## src/rtl/hb_cfg_pkg.sv

```systemverilog
package hb_cfg_pkg;

  typedef enum logic [2:0] {
    K_NOHIT   = 3'd0,
    K_CFG     = 3'd1,
    K_INTACK  = 3'd2,
    K_ROM     = 3'd3,
    K_ROMDROP = 3'd4,
    K_ADDRREG = 3'd5,
    K_SELF    = 3'd6
  } kind_e;

  typedef struct packed {
    kind_e       kind;
    logic [7:0]  bus;
    logic [7:0]  devfn;
    logic [7:0]  rg;
    logic [31:0] data;
    logic [31:0] rom_off;
    logic        areg_wr;
    logic [31:0] areg_val;
  } dec_t;

  // reverse byte order within the access size; smaller sizes zero the upper lanes
  function automatic logic [31:0] swap_by_size(input logic [31:0] v, input logic [1:0] sz);
    case (sz)
      2'd0:    return {24'b0, v[7:0]};
      2'd1:    return {16'b0, v[7:0], v[15:8]};
      default: return {v[7:0], v[15:8], v[23:16], v[31:24]};
    endcase
  endfunction

  function automatic logic [31:0] mask_by_size(input logic [31:0] v, input logic [1:0] sz);
    case (sz)
      2'd0:    return {24'b0, v[7:0]};
      2'd1:    return {16'b0, v[15:0]};
      default: return v;
    endcase
  endfunction

endpackage

```

## src/rtl/hb_idsel_encoder.sv

```systemverilog
module hb_idsel_encoder #(
  parameter int N  = 11,
  parameter int IW = $clog2(N + 1)
) (
  input  logic [N-1:0]  sel,
  output logic [IW-1:0] idx
);
  // lowest set bit wins; no bit set gives N
  always_comb begin
    idx = IW'(N);
    for (int i = N - 1; i >= 0; i--) begin
      if (sel[i]) idx = IW'(i);
    end
  end
endmodule

```

## src/rtl/hb_region_decode.sv

```systemverilog
module hb_region_decode
  import hb_cfg_pkg::*;
#(
  parameter logic [31:0] WIN_BASE  = 32'h8080_0000,
  parameter int          WIN_BITS  = 22,
  parameter int          SEL_LO    = 11,
  parameter int          SEL_N     = 11,
  parameter logic [31:0] INTACK_AD = 32'hBFFF_FFF0,
  parameter int          ROM_BITS  = 20,
  parameter logic [31:0] PORT_ADDR = 32'h0000_0CF8,
  parameter logic [31:0] PORT_DATA = 32'h0000_0CFC
) (
  input  logic        io,
  input  logic        write,
  input  logic [31:0] addr,
  input  logic [1:0]  size,
  input  logic [31:0] wdata,
  input  logic [31:0] areg,
  output dec_t        dec
);
  localparam int IW = $clog2(SEL_N + 1);
  localparam int PADW = 8 - IW - 3;
  localparam logic [31:0] ROM_MASK = (32'h1 << ROM_BITS) - 32'h1;

  logic [IW-1:0] dev_idx;
  logic          size_ok;
  logic          via_port;
  logic          self_hit;
  logic [31:0]   self_val;

  hb_idsel_encoder #(.N(SEL_N), .IW(IW)) u_enc (
    .sel (addr[SEL_LO +: SEL_N]),
    .idx (dev_idx)
  );

  assign size_ok = (size != 2'd3);

  always_comb begin
    dec          = '0;
    dec.kind     = K_NOHIT;
    dec.data     = write ? 32'h0 : 32'hFFFF_FFFF;
    via_port     = 1'b0;
    self_hit     = 1'b0;
    self_val     = 32'h0;
    if (io) begin
      if (addr == PORT_ADDR && size == 2'd2) begin
        dec.kind = K_ADDRREG;
        if (write) begin
          dec.data     = 32'h0;
          dec.areg_wr  = 1'b1;
          dec.areg_val = swap_by_size(wdata, 2'd2);
        end else begin
          dec.data = swap_by_size(areg, 2'd2);
        end
      end else if (addr[31:2] == PORT_DATA[31:2] && size_ok && areg[31]) begin
        via_port  = 1'b1;
        dec.kind  = K_CFG;
        dec.bus   = areg[23:16];
        dec.devfn = areg[15:8];
        dec.rg    = {areg[7:2], addr[1:0]};
        dec.data  = write ? swap_by_size(wdata, size) : 32'h0;
      end
    end else if (size_ok) begin
      if (addr[31:WIN_BITS] == WIN_BASE[31:WIN_BITS]) begin
        dec.kind  = K_CFG;
        dec.bus   = 8'h00;
        dec.devfn = {{PADW{1'b0}}, dev_idx, addr[10:8]};
        dec.rg    = addr[7:0];
        dec.data  = write ? wdata : 32'h0;
      end else if (addr == INTACK_AD) begin
        if (!write && size == 2'd0) begin
          dec.kind = K_INTACK;
          dec.data = 32'h0;
        end
      end else if (&addr[31:ROM_BITS]) begin
        dec.kind    = write ? K_ROMDROP : K_ROM;
        dec.data    = 32'h0;
        dec.rom_off = addr & ROM_MASK;
      end
    end
    // the bridge answers reads of its own header dwords locally
    if (dec.kind == K_CFG && !write && dec.bus == 8'h00 && dec.devfn == 8'h00 &&
        (dec.rg[7:2] == 6'h03 || dec.rg[7:2] == 6'h0D)) begin
      self_hit = 1'b1;
      self_val = (dec.rg[7:2] == 6'h03) ? 32'h0000_1008 : 32'h0;
      self_val = mask_by_size(self_val >> {dec.rg[1:0], 3'b000}, size);
      dec.kind = K_SELF;
      dec.data = via_port ? swap_by_size(self_val, size) : self_val;
    end
  end
endmodule

```

## src/rtl/hb_irq_swizzle.sv

```systemverilog
module hb_irq_swizzle #(
  parameter int NDEV = 4,
  parameter int NPIN = 4
) (
  input  logic                 clk,
  input  logic                 rst,
  input  logic [NDEV*NPIN-1:0] pins,
  output logic [1:0]           lines
);
  logic [NDEV*NPIN-1:0] to_even;

  genvar d, p;
  generate
    for (d = 0; d < NDEV; d++) begin : g_dev
      for (p = 0; p < NPIN; p++) begin : g_pin
        assign to_even[d*NPIN+p] = (((p + d) % 2) == 0) ? pins[d*NPIN+p] : 1'b0;
      end
    end
  endgenerate

  always_ff @(posedge clk) begin
    if (rst) lines <= 2'b00;
    else     lines <= {|(pins & ~to_even), |to_even};
  end
endmodule

```

## src/rtl/hb_cfg_decoder.sv

```systemverilog
module hb_cfg_decoder
  import hb_cfg_pkg::*;
#(
  parameter int NDEV = 4
) (
  input  logic             clk,
  input  logic             rst,
  input  logic             req_valid,
  output logic             req_ready,
  input  logic             req_io,
  input  logic             req_write,
  input  logic [31:0]      req_addr,
  input  logic [1:0]       req_size,
  input  logic [31:0]      req_wdata,
  output logic             out_valid,
  input  logic             out_ready,
  output logic [2:0]       out_kind,
  output logic             out_write,
  output logic [1:0]       out_size,
  output logic [7:0]       out_bus,
  output logic [7:0]       out_devfn,
  output logic [7:0]       out_reg,
  output logic [31:0]      out_data,
  output logic [31:0]      out_rom_off,
  input  logic [4*NDEV-1:0] irq_pins,
  output logic [1:0]       irq_line
);
  dec_t        dec;
  logic [31:0] areg;
  logic        accept;

  assign req_ready = !out_valid || out_ready;
  assign accept    = req_valid && req_ready;

  hb_region_decode u_dec (
    .io    (req_io),
    .write (req_write),
    .addr  (req_addr),
    .size  (req_size),
    .wdata (req_wdata),
    .areg  (areg),
    .dec   (dec)
  );

  always_ff @(posedge clk) begin
    if (rst) begin
      out_valid   <= 1'b0;
      areg        <= 32'h0;
      out_kind    <= 3'd0;
      out_write   <= 1'b0;
      out_size    <= 2'd0;
      out_bus     <= 8'h0;
      out_devfn   <= 8'h0;
      out_reg     <= 8'h0;
      out_data    <= 32'h0;
      out_rom_off <= 32'h0;
    end else if (accept) begin
      out_valid   <= 1'b1;
      out_kind    <= dec.kind;
      out_write   <= req_write;
      out_size    <= req_size;
      out_bus     <= dec.bus;
      out_devfn   <= dec.devfn;
      out_reg     <= dec.rg;
      out_data    <= dec.data;
      out_rom_off <= dec.rom_off;
      if (dec.areg_wr) areg <= dec.areg_val;
    end else if (out_ready) begin
      out_valid <= 1'b0;
    end
  end

  hb_irq_swizzle #(.NDEV(NDEV), .NPIN(4)) u_irq (
    .clk   (clk),
    .rst   (rst),
    .pins  (irq_pins),
    .lines (irq_line)
  );
endmodule

```

## config.mk

```make
export PLATFORM = sky130hd
export DESIGN_NAME = hb_cfg_decoder
export DESIGN_NICKNAME = d
export VERILOG_FILES = /design/src/rtl/hb_cfg_pkg.sv /design/src/rtl/hb_idsel_encoder.sv /design/src/rtl/hb_region_decode.sv /design/src/rtl/hb_irq_swizzle.sv /design/src/rtl/hb_cfg_decoder.sv
export SDC_FILE = /design/constraint.sdc
export NUM_CORES = 1
export LEC_CHECK = 0
export BUFFER_PORTS_ARGS = -buffer_cell sky130_fd_sc_hd__clkbuf_2
export CORE_MARGIN = 2
export CORE_UTILIZATION = 30
export DETAILED_ROUTE_END_ITERATION = 10
export MAX_ROUTING_LAYER = met4
export SETUP_SLACK_MARGIN = 0.05
export SLEW_MARGIN = 40
export SYNTH_ARGS = -nofsm -noshare
export SYNTH_HDL_FRONTEND = slang
export SYNTH_SLANG_ARGS = --single-unit
```

## constraint.sdc

```tcl
create_clock -name clk -period 2.4 [get_ports clk]
set_input_delay 0.12 -clock clk [delete_from_list [all_inputs] [get_ports clk]]
set_output_delay 0.12 -clock clk [all_outputs]
set_load 0.02 [all_outputs]
```

==> metrics.md <==
| Metric | Value |
|---|---|
| H-tree lvl count | `4` |
| Fin area | `approximately 9000 um^2` |
| First-pass GRT wire length | `between 40,000 and 50,000 um` |
| Post-synth EDFFs | `0` |
| F_max | `0.458 GHz` |
| Most common library cells after synthesis | `nand2_1, a21oi_1, dfxtp_1, nor2_1, clkbuf_1` |
| HP Class | `input port to register` |
| FF+latch count, synth | `117` |
| Die Y | `about 150 um` |
| Vias in the first global route | `7,246` |
| Maximum VDD drop | `0.000502 V` |
| Max_cap viols | `0` |
| Global placer's final weighted congestion | `just over 0.9` |
| Fraction of registers with async set or reset after synthesis | `0%` |
| Post-synth top area share | `between 30 and 40%` |
| Fillers | `about 2,200` |
| Layout cell share with drive strength beyond 1 | `approximately 27%` |
| Layout Utilization | `between 40 and 50%` |
| Total length of routed wires | `around 28,000 um` |
| Core ar. | `about 21,000 um^2` |
| Vias | `approximately 7,800` |
| Final Slew Violations | `0` |
| Clk pin slew, worst setup/hold paths | `~0.060 ns` |
| P_leak | `3.69 nW` |
| Clock Path Buffers | `2` |
| Total GRT Usage | `approximately a quarter` |
| Final nets | `~1,200` |
| Status | `complete, no violations` |
| Setup violations, final | `0` |
| Die Wd | `approximately 150 um` |
| Slew @ Worst Pin | `roughly 0.55 ns` |
| Most common cell in the netlist | `nand2_1` |
| Area contributors post-synth | `dfxtp_1, nand2_1, a21oi_1, nand3_1, nor2_1` |
| Slowest CP cell | `nor4_1` |
| CTS Buf Count | `17` |
| # DRC | `0` |
| Crit path cell chain | `nor4_1 -> buf_4 -> nand4_1 -> a22oi_1 -> o32ai_1 -> nor3_2 -> o2111ai_2 -> a22o_1` |
| Vias per cell | `between 5 and 6` |
| Initial Util | `a little under a third` |
| Pwr dens | `623 nW/um^2` |
| Die ar. | `around 23,000 um^2` |
| Crit path launch type | `register` |
| CP max FO | `4` |
| TritonCTS clock tree | `yes` |
| Worst Path Required | `roughly 2.7 ns` |
| Root buf cell | `clkbuf_16` |
| Multi-input logic area | `~3800 um^2` |
| Post-Syn Instances | `894` |
| Slew headroom | `a little over three fifths` |
| Port Buf Inserts | `around 170` |
| FF+latch area | `2340 um^2` |
| Fin. Hold Viols | `0` |
| Detail Route Antenna Nets | `0` |
| Clock skew | `about 0.0085 ns` |
| Overflow after GRT | `0` |
| Cell variety after synth | `64` |
| Grt met3 use | `5.00%` |
| GRT Max-Usage Layer | `met2` |
| Site Rows | `53` |
| Routed len/inst | `approximately 20 um` |
| Clk_lat worst skew | `between 0.4 and 0.5 ns` |
| Syn_area_per_cell | `between 7 and 8 um^2` |
| Critical path data arrival time | `2.50 ns` |
| Netlist Area Pre-Place | `approximately 6500 um^2` |
| Initial DRC count | `around 700` |
| Met2 Use GR | `36.4%` |
| CTS Sinks | `117` |
| Crit share post-route | `around 91%` |
| Biggest regs | `areg: 32 flops, out_data: 32 flops, out_rom_off: 20 flops` |
| RSZ-0062 raised after global routing | `false` |
| HPWL Detailed | `approximately 20,000 um` |
| Crit. End Element | `register` |
| Syn. warnings | `0` |
| Critical Path Max Stage Delay | `about 0.34 ns` |
| Leading area contributor after synthesis | `dfxtp_1` |
| I/O pin cnt | `between 150 and 200` |
| Main synth FF type | `dfxtp_1` |
| Overall power | `between 0.005 and 0.006 W` |
| Grt met1 use | `between 30% and 40%` |
| Area grow syn2layout | `39.0%` |
| Antenna violations before repair | `0` |
| Minimum clock period | `~2.2 ns` |
| Crit path kind | `register to register` |
| Diode count | `0` |
| Sequential fraction of the synthesis area | `between 30 and 40%` |
| Largest net degree at the start of global routing | `74` |
| DR pass1 iterations | `5` |
| Placed cell area | `8110 um^2` |
cells by family after synthesis:
kind of cell              Yosys count  synth area share, %
other                               1               0.0578
AOI/OAI and AO/OA                 284                 27.4
muxes                               8                 1.23
xor gates and xnor gates            1                0.135
and+or+nand+nor                   384                 28.4
DFF                               117                 36.1
buffers and inverters              99                 6.67
routing by layer:
| metal | part of all wire [%] | vias up |
|---|---|---|
| li1 | - | 3684 |
| met2 | 44 | 363 |
| met1 | 45 | 3697 |
| met5 | 0 | - |
| met3 | 7.9 | 57 |
| met4 | 2.9 | 0 |
worst paths after layout:
check	startpoint	to	slack, ns	depth (start not counted)
worst max-delay path	areg[8]$_SDFFE_PP0P_	out_kind[0]$_SDFFE_PP0P_	0.22	8
worst min-delay path	req_wdata[2]	areg[26]$_SDFFE_PP0P_	0.01	3
worst min register to register	out_data[22]$_SDFFE_PP0P_	out_data[22]$_SDFFE_PP0P_	0.43	2
worst max register to register	areg[8]$_SDFFE_PP0P_	out_kind[0]$_SDFFE_PP0P_	0.22	8
power breakdown:
group | internal [W] | switching, W | leakage, nW | total [W]
Combinational | 0.000284 | 0.000511 | 2.44 | 0.000795
Sequential | 0.00201 | 0.0000357 | 0.953 | 0.00204
Clock | 0.00174 | 0.00104 | 0.292 | 0.00278
worst max-delay path, delay by kind of cell, from the launching register on:
family	cells	cell delay, ns
AO/OA/AOI/OAI	4	0.84
AND/OR/NAND/NOR	3	0.73
flip-flops	1	0.31
buffers and inverters	1	0.19
through the flow:
| step | TNS, ns | hold slack, ns | instances | worst slack [ns] |
|---|---|---|---|---|
| floorplan | 0 | 0.249 | 905 | 0.273 |
| global placement | 0 | 0.372 | 1351 | 0.00123 |
| detailed placement | -0.0678 | 0.378 | 1351 | -0.0293 |
| CTS | 0 | 0.00321 | 1409 | 0.166 |
| global route | 0 | 0.00956 | 1409 | 0.0413 |
| finish | 0 | 0.0147 | 1409 | 0.215 |
layout make-up:
| type | instances | share of cell area, % |
|---|---|---|
| sequential | 117 | 26.0 |
| tap | 275 | 3.82 |
| multi-input combinational | 689 | 42.0 |
| clock buffer | 17 | 4.72 |
| timing repair buffer | 286 | 20.8 |
| inverter | 10 | 0.416 |
| clock inverter | 15 | 2.25 |
layout by cell type (no fill, tap or decap), types with 9 or more instances in the layout:
master,Yosys,layout
a21oi_1,127,127
clkbuf_2,0,172
nand4_1,15,15
a21o_1,16,16
a221oi_1,11,11
nor2_1,61,61
dfxtp_1,117,116
a22oi_1,9,9
dlygate4sd3_1,0,26
o211ai_1,18,18
nand3_1,54,54
nor4_1,11,11
inv_1,9,9
nand2_1,179,178
nor3_1,17,17
a31oi_1,18,18
o21ai_0,35,35
clkbuf_16,0,17
conb_1,1,12
buf_4,13,79
timing repair:
| action | 4_1_cts | 5_1_grt |
|---|---|---|
| setup endpoints to repair | 0 | 3 |
| buffers inserted | 0 | 0 |
| hold buffers | 26 | 0 |
| gates resized for setup | 0 | 6 |
| endpoints found under the hold margin | 22 | 0 |
Power figures use the tool's default switching activity.
